===== config.mk =====
export PLATFORM = sky130hd
export DESIGN_NAME = lsm_seq
export DESIGN_NICKNAME = d
export VERILOG_FILES = /design/src/rtl/lsm_pkg.sv /design/src/rtl/lsm_pick.sv /design/src/rtl/lsm_addr.sv /design/src/rtl/lsm_seq.sv
export SDC_FILE = /design/constraint.sdc
export NUM_CORES = 1
export LEC_CHECK = 0
export ABC_AREA = 1
export BUFFER_PORTS_ARGS = -buffer_cell sky130_fd_sc_hd__clkbuf_2
export CELL_PAD_IN_SITES_DETAIL_PLACEMENT = 2
export CELL_PAD_IN_SITES_GLOBAL_PLACEMENT = 2
export CORE_MARGIN = 2
export CORE_UTILIZATION = 26
export CTS_CLUSTER_DIAMETER = 40
export CTS_CLUSTER_SIZE = 12
export DETAILED_ROUTE_END_ITERATION = 8
export GPL_TIMING_DRIVEN = 0
export PLACE_DENSITY = 0.78
export SLEW_MARGIN = 40
export SYNTH_ARGS = -nofsm -noshare
export SYNTH_HDL_FRONTEND = slang
export SYNTH_SLANG_ARGS = --single-unit

===== constraint.sdc =====
create_clock -name clk -period 4 [get_ports clk]
set_clock_uncertainty 0.1 [all_clocks]
set_input_delay 0.8 -clock clk [delete_from_list [all_inputs] [get_ports clk]]
set_output_delay 0.8 -clock clk [all_outputs]
set_load 0.005 [all_outputs]

===== src/rtl/lsm_pkg.sv =====
package lsm_pkg;
  localparam int NREG_DEF = 16;
  localparam int AW_DEF   = 32;
  localparam int WORD_B   = 4;
  localparam int PAIR_B   = 2 * WORD_B;
endpackage


===== src/rtl/lsm_pick.sv =====
module lsm_pick #(
  parameter int NREG = lsm_pkg::NREG_DEF,
  localparam int IW  = $clog2(NREG)
) (
  input  logic [NREG-1:0] rem_i,
  input  logic            pair_ok_i,
  output logic            v0_o,
  output logic [IW-1:0]   i0_o,
  output logic            v1_o,
  output logic [IW-1:0]   i1_o,
  output logic [NREG-1:0] take_o
);
  function automatic logic [IW-1:0] low_idx(input logic [NREG-1:0] m);
    logic [IW-1:0] r;
    r = '0;
    for (int k = NREG - 1; k >= 0; k--)
      if (m[k]) r = IW'(k);
    return r;
  endfunction

  logic [NREG-1:0] one0, rest;
  logic [NREG-1:0] one1;

  always_comb begin
    v0_o   = |rem_i;
    i0_o   = low_idx(rem_i);
    one0   = v0_o ? (NREG'(1) << i0_o) : '0;
    rest   = rem_i & ~one0;
    v1_o   = pair_ok_i && (|rest);
    i1_o   = low_idx(rest);
    one1   = v1_o ? (NREG'(1) << i1_o) : '0;
    take_o = one0 | one1;
  end
endmodule


===== src/rtl/lsm_addr.sv =====
module lsm_addr #(
  parameter int AW = lsm_pkg::AW_DEF
) (
  input  logic [AW-1:0] cur_i,
  input  logic          two_i,
  output logic [AW-1:0] a0_o,
  output logic [AW-1:0] a1_o,
  output logic [AW-1:0] nxt_o
);
  function automatic logic [AW-1:0] step(input logic [AW-1:0] a, input logic two);
    return a + (two ? AW'(lsm_pkg::PAIR_B) : AW'(lsm_pkg::WORD_B));
  endfunction

  assign a0_o  = cur_i;
  assign a1_o  = cur_i + AW'(lsm_pkg::WORD_B);
  assign nxt_o = step(cur_i, two_i);
endmodule


===== src/rtl/lsm_seq.sv =====
module lsm_seq #(
  parameter int NREG = lsm_pkg::NREG_DEF,
  parameter int AW   = lsm_pkg::AW_DEF,
  localparam int IW  = $clog2(NREG)
) (
  input  logic            clk,
  input  logic            rst_n,
  input  logic            start_i,
  input  logic [NREG-1:0] mask_i,
  input  logic [AW-1:0]   base_i,
  input  logic            load_i,
  output logic            busy_o,
  output logic            s0_vld_o,
  output logic [IW-1:0]   s0_reg_o,
  output logic [AW-1:0]   s0_addr_o,
  output logic            s1_vld_o,
  output logic [IW-1:0]   s1_reg_o,
  output logic [AW-1:0]   s1_addr_o,
  output logic            load_o,
  output logic [NREG-1:0] pend_o,
  output logic            done_o,
  output logic [AW-1:0]   wb_addr_o
);
  function automatic logic [AW-1:0] wb_calc(input logic [AW-1:0] b, input logic [NREG-1:0] m);
    logic [AW-1:0] n;
    n = '0;
    for (int k = 0; k < NREG; k++) n = n + AW'(m[k]);
    return b + (n << 2);
  endfunction

  logic            active_q, done_q, load_q;
  logic [NREG-1:0] rem_q;
  logic [AW-1:0]   cur_q, wb_q;

  logic            v0, v1;
  logic [IW-1:0]   i0, i1;
  logic [NREG-1:0] take, rem_nx;
  logic [AW-1:0]   a0, a1, cur_nx;
  logic            accept, pair_ok, last_step;

  assign accept    = start_i && !active_q;
  assign pair_ok   = !cur_q[2];
  assign rem_nx    = rem_q & ~take;
  assign last_step = active_q && (rem_nx == '0);

  lsm_pick #(.NREG(NREG)) u_pick (
    .rem_i(rem_q), .pair_ok_i(pair_ok),
    .v0_o(v0), .i0_o(i0), .v1_o(v1), .i1_o(i1), .take_o(take)
  );

  lsm_addr #(.AW(AW)) u_addr (
    .cur_i(cur_q), .two_i(v1), .a0_o(a0), .a1_o(a1), .nxt_o(cur_nx)
  );

  always_ff @(posedge clk or negedge rst_n) begin
    if (!rst_n) begin
      active_q <= 1'b0;
      done_q   <= 1'b0;
      load_q   <= 1'b0;
      rem_q    <= '0;
      cur_q    <= '0;
      wb_q     <= '0;
    end else begin
      done_q <= 1'b0;
      if (accept) begin
        rem_q    <= mask_i;
        cur_q    <= base_i;
        load_q   <= load_i;
        wb_q     <= wb_calc(base_i, mask_i);
        active_q <= |mask_i;
        done_q   <= ~|mask_i;
      end else if (active_q) begin
        rem_q <= rem_nx;
        cur_q <= cur_nx;
        if (last_step) begin
          active_q <= 1'b0;
          done_q   <= 1'b1;
        end
      end
    end
  end

  assign busy_o    = active_q;
  assign s0_vld_o  = active_q && v0;
  assign s0_reg_o  = i0;
  assign s0_addr_o = a0;
  assign s1_vld_o  = active_q && v1;
  assign s1_reg_o  = i1;
  assign s1_addr_o = a1;
  assign load_o    = load_q;
  assign pend_o    = rem_q;
  assign done_o    = done_q;
  assign wb_addr_o = wb_q;
endmodule


; Yosys cells after proc, flatten, opt, wreduce, memory -nomap -nowiden
; Index checks and enable logic that the tools add are counted.
[word_totals]
word_cells = 89
in_bits = 52
output_inout_bits = 125
ff_bits = 83
[classes]
n_addsub = 18
muxes = 45
n_reduce_logical = 13
n_bitwise = 5
shift = 2
[op_table]
columns = operator, count
row1 = 2-to-1 mux 4 bit, 33
row2 = 2-to-1 mux 16 bit, 4
row3 = 2-to-1 mux 32 bit, 2
row4 = OR reduction 16 bit, 3
row5 = adder 32 x 18 -> 32 bit, 1
row6 = "adder 32 x 3 -> 32 bit, second input constant", 1
row7 = adder 32 bit, 1
row8 = bitwise AND 16 bit, 2
row9 = inverter 16 bit, 2
row10 = "<< shifter 1 x 4 -> 16 bit, first input constant", 2
row11 = adder 15 x 1 -> 16 bit, 1
row12 = logical NOT 16 bit, 1
row13 = OR 16 bit, 1
row14 = adder 14 x 1 -> 15 bit, 1
row15 = adder 13 x 1 -> 14 bit, 1
row16 = adder 12 x 1 -> 13 bit, 1
row17 = adder 11 x 1 -> 12 bit, 1
row18 = adder 10 x 1 -> 11 bit, 1
row19 = adder 9 x 1 -> 10 bit, 1
row20 = adder 8 x 1 -> 9 bit, 1
row21 = adder 7 x 1 -> 8 bit, 1
row22 = adder 6 x 1 -> 7 bit, 1
row23 = adder 5 x 1 -> 6 bit, 1
row24 = 2-to-1 mux 1 bit, 6
row25 = other kinds (7), 13

; Depth between registers and ports, before layout
[logic_depth]
word_depth = 46
depth_mapped = 39
depth_no_buf = 39

; Hierarchy
; A second synthesis with hierarchy kept.
[unflattened]
cells_unflattened = 1177
area_unflattened_um2 = 7841.3
[modules_own_cells]
columns = module, area_per_inst_um2, instances, cells_per_inst, seq_area_each_um2
row1 = lsm_seq, 4956.0, 1, 646, 2077.0
row2 = lsm_addr, 1828.0, 1, 341, 0.0
row3 = lsm_pick, 1057.3, 1, 190, 0.0

; Least setup slack after synthesis
; No wires, ideal clock.
[synth_timing]
path_type = in2reg
from = input mask_i[0]
to = register wb_q[28], in the netlist wb_addr_o[28]
t_arrival_ns = 6.100
cell_stages = 28
setup_ns = 0.126
setup_slack_ns = -2.326
path_cell_list = fa_1 inv_1 fa_1 fa_1 fa_1 inv_1 ha_1 fa_1 xor2_1 ha_1 inv_1 o31ai_1 inv_1 nor2_2 inv_2 a21oi_1 inv_2 nor3_4 nand3_2 nor4_2 nand2_1 nor2_2 inv_2 nor2_2 nand2_1 nor3_2 nand2_2 a221o_1
[synth_via]
elab_chain_cells = 16
[synth_lines]
columns = item, line
row1 = "start, declared", lsm_seq.sv:9  ; input logic [NREG-1:0] mask_i,
row2 = adder 1 x 1 -> 2 bit, lsm_seq.sv:27  ; for (int k = 0; k < NREG; k++) n = n + AW'(m[k]);
row3 = adder 2 x 1 -> 3 bit, lsm_seq.sv:27
row4 = adder 3 x 1 -> 4 bit, lsm_seq.sv:27
row5 = adder 4 x 1 -> 5 bit, lsm_seq.sv:27
row6 = adder 5 x 1 -> 6 bit, lsm_seq.sv:27
row7 = adder 6 x 1 -> 7 bit, lsm_seq.sv:27
row8 = adder 7 x 1 -> 8 bit, lsm_seq.sv:27
row9 = adder 8 x 1 -> 9 bit, lsm_seq.sv:27
row10 = adder 9 x 1 -> 10 bit, lsm_seq.sv:27
row11 = adder 10 x 1 -> 11 bit, lsm_seq.sv:27
row12 = adder 11 x 1 -> 12 bit, lsm_seq.sv:27
row13 = adder 12 x 1 -> 13 bit, lsm_seq.sv:27
row14 = adder 13 x 1 -> 14 bit, lsm_seq.sv:27
row15 = adder 14 x 1 -> 15 bit, lsm_seq.sv:27
row16 = adder 15 x 1 -> 16 bit, lsm_seq.sv:27
row17 = adder 32 x 18 -> 32 bit, lsm_seq.sv:28  ; return b + (n << 2);
row18 = "end signal, assigned", lsm_seq.sv:69  ; wb_q <= wb_calc(base_i, mask_i);
row19 = "end, declared", lsm_seq.sv:33  ; logic [AW-1:0] cur_q, wb_q;
; Every way passes these cells.
; A chain may end at the register's enable or synchronous reset.

; Worst setup path after layout
; Same ends and word-level chain as after synthesis.

==> results.txt <==
* Clock root cell: clkbuf_16
* Reg-to-reg critical path endpoint: cur_q[29]
* Endpoint type of the worst setup path: flop
- Worst-margin pin slew: 1.010 ns
- Final estimated routing congestion in global placement: 0.8675
- For this configuration, the core starts out at a cell density of 0.2627.
* Total placed cells including tap cells: 1368
- Outcome: complete, but fails checks
- WS Path Type: input pin to flop
- In this run the cell area of the synthesized design comes to 6351 µm².
- The most critical setup path has its startpoint at mask_i[0].
- Die boundary width: 160.3 µm
- Skew-Pair Late Insertion Delay: 0.37 ns
- Counting distinct cell types in the post-synthesis netlist gives 47.
- The library cell used most frequently in the layout, excluding fill and tap cells, is clkbuf_2.
* Post-layout instance count excluding filler cells: 1519
* Min Tclk post-route: 6.527 ns
* Routed wirelength normalized by instance count: 26.34 µm
- Data arrives at the worst endpoint at 6.68 ns.
* Die ar.: 25690 µm²
- Count of unresolved DRC violations after routing: 0
- The number of global-route vias before repair is 8433.
* TritonCTS clock tree: built
* Final Hold Fails: 0
- The total count of max-transition violations in the final report is 0.
* Hold-fix buffer count after cts: 0
* Syn Nets: roughly 940
- Least setup slack across all paths after layout: -2.527 ns
- Maximum clock rate: 0.1532 GHz
- The startpoint identified for the worst register-to-register timing path is pend_o[14].
- Longest Clk Path Bufs: 2
- Count of pins on the block boundary: 177
- Sink count of the clock tree: 83
- Once detail routing completed, the nets flagged for antenna violations numbered 0.
- In the final layout, the share of cells above drive strength 1 is 0.4414.
* Critical path peak fanout: 4
* Maximum vdd ir drop: approximately 0.36 mV
- Power comes to between 9 and 10 mW.
- RSZ-0062 raised after global routing: yes
- Summed over all cells, the static leakage comes to between 4 and 5 nW.
- Dividing the final minimum period by the clock period gives 1.632.
- After clock tree synthesis, the clock-pin slew on the worst setup and hold paths is roughly 0.070 ns.
- Global-route wire length before repair: 50460 µm
* Drt first pass iters: 5
* Routed Wire Length: 40010 µm
- Final setup TNS: -64.50 ns
- Filler Cell Count: 2718
- Vias/cell: 5.437
* Final design instance area without fill: between 10000 and 15000 µm²
- On the worst path, the slowest cell contributes a delay of 0.58 ns.
- Half-perimeter wire length after placement: approximately 24000 µm
* Number of warnings reported in the yosys synthesis log: 0
- Total global routing overflow: 0
- Summing over every cut layer, the via total after detailed routing is 8259.
- Entering global routing, the biggest net connects 48 pins.
- Die height: 160.3 µm
* Post-synthesis average cell area: 7.325 µm²
- Total of endpoints with negative setup slack in the final report: 65
- Register area share after synthesis: 0.3270
- Violation count after the first detailed-route iteration: between 500 and 600
- On the critical path, the stage with the largest delay is an instance of fa_1.
- Hold slack final: 0.2402 ns
- For this design the ratio of total power to cell area is 898.9 nW/µm².
- Number of flip-flops and latches in the synthesized netlist: 83
- The initial antenna violation count is 2.
- Number of nets in the layout: 1265
- H-tree levels: 3
- The tool flagged a number of max-cap violations equal to 0.
- Violated checks: setup timing
- In the global route stage, overall resource usage came out at 0.2560.
- Area of the placeable core: 24180 µm²
- Top library cells by usage in the layout, fill and taps aside: 169 x clkbuf_2, 153 x nand2_1, 118 x inv_1
- Cts bufs inserted: 9
- Number of port buffers: 176
- Across all register-to-register paths, the minimum setup slack is -0.71 ns.
- The area growth from synthesis to layout is 57.88%.
- Counting every instance in the synthesized netlist gives a little under 900.
- The path class of the tightest hold or removal check is input pin to async pin.
* Max-Slew Margin vs Limit: 0.3268
- Endpoint required time on the critical path: 4.15 ns
* Startpoint type of the worst setup path: input pin
* Register-to-Register Path Depth: 37
- Summing all placed instances gives a cell area of 7730 µm².
- Row count: 57
[power breakdown]
group / switching [mW] / internal, mW
clock network: 0.432 / 0.522
registers: 0.540 / 1.22
logic: 3.68 / 2.62
total: 4.66 / 4.36
[worst max-delay path by stage]
stage	end	slack (ns)	cells after the start
finish	wb_addr_o[28]	-2.53	30
detailed placement	wb_addr_o[28]	-3.01	28
global placement	wb_addr_o[28]	-2.79	29
floorplan	wb_addr_o[28]	-2.18	28
global route	wb_addr_o[28]	-2.88	30
CTS	wb_addr_o[28]	-2.44	29
[cell families after synthesis]
family | count (synthesis) | share of synthesized area
AND/OR/NAND/NOR | 410 | 0.2969
buffers and inverters | 181 | 0.1089
AO/OA/AOI/OAI | 119 | 0.1379
flip-flops | 83 | 0.3270
XOR/XNOR | 50 | 0.06895
adder cells (fa/ha/maj) | 24 | 0.06028
[metrics by stage]
step	utilization	setup slack [ns]
6_report	0.4147	-2.527
5_1_grt	0.4147	-2.878
4_1_cts	0.3756	-2.444
3_5_place_dp	0.3197	-3.012
3_3_place_gp	0.3182	-2.792
2_1_floorplan	-	-2.184
[worst max-delay path: cells and delay by family]
kind	cells	cell delay [ns]
AO/OA/AOI/OAI	3	0.70
XOR/XNOR	1	0.17
adder cells (fa/ha/maj)	6	2.67
buffers and inverters	8	0.66
AND/OR/NAND/NOR	12	1.65
[registers in the layout, indices dropped and copies added (netlist names)]
name / cells
load_o: 1
wb_addr_o: 32
cur_q: 32
pend_o: 16
done_o: 1
busy_o: 1
[Yosys cell counts, drive strengths merged]
cell | instances | area (µm²)
dfrtp | 83 | 2077
buf | 9 | 46.29
ha | 13 | 162.7
a21oi | 16 | 102.6
o311ai | 3 | 26.28
xor2 | 48 | 420.4
a211oi | 2 | 15.01
nor3b | 1 | 7.510
xnor2 | 2 | 17.52
inv | 154 | 578.1
o21bai | 4 | 33.78
nand3 | 52 | 265.3
o221ai | 26 | 227.7
fa | 11 | 220.2
nor2 | 88 | 372.9
o21ai | 27 | 135.1
nand4 | 25 | 156.4
o22ai | 2 | 12.51
a31oi | 1 | 6.260
o211ai | 17 | 127.6
nand2 | 193 | 779.5
nor3 | 39 | 216.5
clkbuf | 16 | 60.06
a31o | 1 | 8.760
nor4 | 11 | 81.32
clkinv | 2 | 7.510
o31ai | 5 | 37.54
and2 | 1 | 6.260
a221o | 12 | 120.1
a22oi | 2 | 15.01
a21boi | 1 | 7.510
[layer usage]
metal,up-vias,global-route usage,part of all wire
met3,110,0.02841,0.052
li1,3510,-,-
met5,-,0,0
met2,364,0.4547,0.51
met4,0,0.09214,0.042
met1,4275,0.3217,0.39
[timing repair]
item	in CTS	in global routing
buffers inserted	81	63
endpoints found under the setup margin	53	72
pin swaps	65	89
resized for setup	118	133
cloned	0	0
[cell type report]
| cell class | count | area (µm²) | area share |
|---|---|---|---|
| flip-flops and latches | 83 | 2083 | 0.2078 |
| well taps | 324 | 405.4 | 0.04043 |
| clock buffers | 11 | 252.7 | 0.02521 |
| diodes | 1 | 2.502 | 0.0002496 |
| plain buffers | 25 | 106.4 | 0.01061 |
| clock inverters | 5 | 60.06 | 0.005990 |
| repair buffers | 311 | 2105 | 0.2099 |
| inverters | 156 | 610.6 | 0.06089 |
| multi-input cells | 603 | 4402 | 0.4390 |
(Power assumes the default switching activity.)
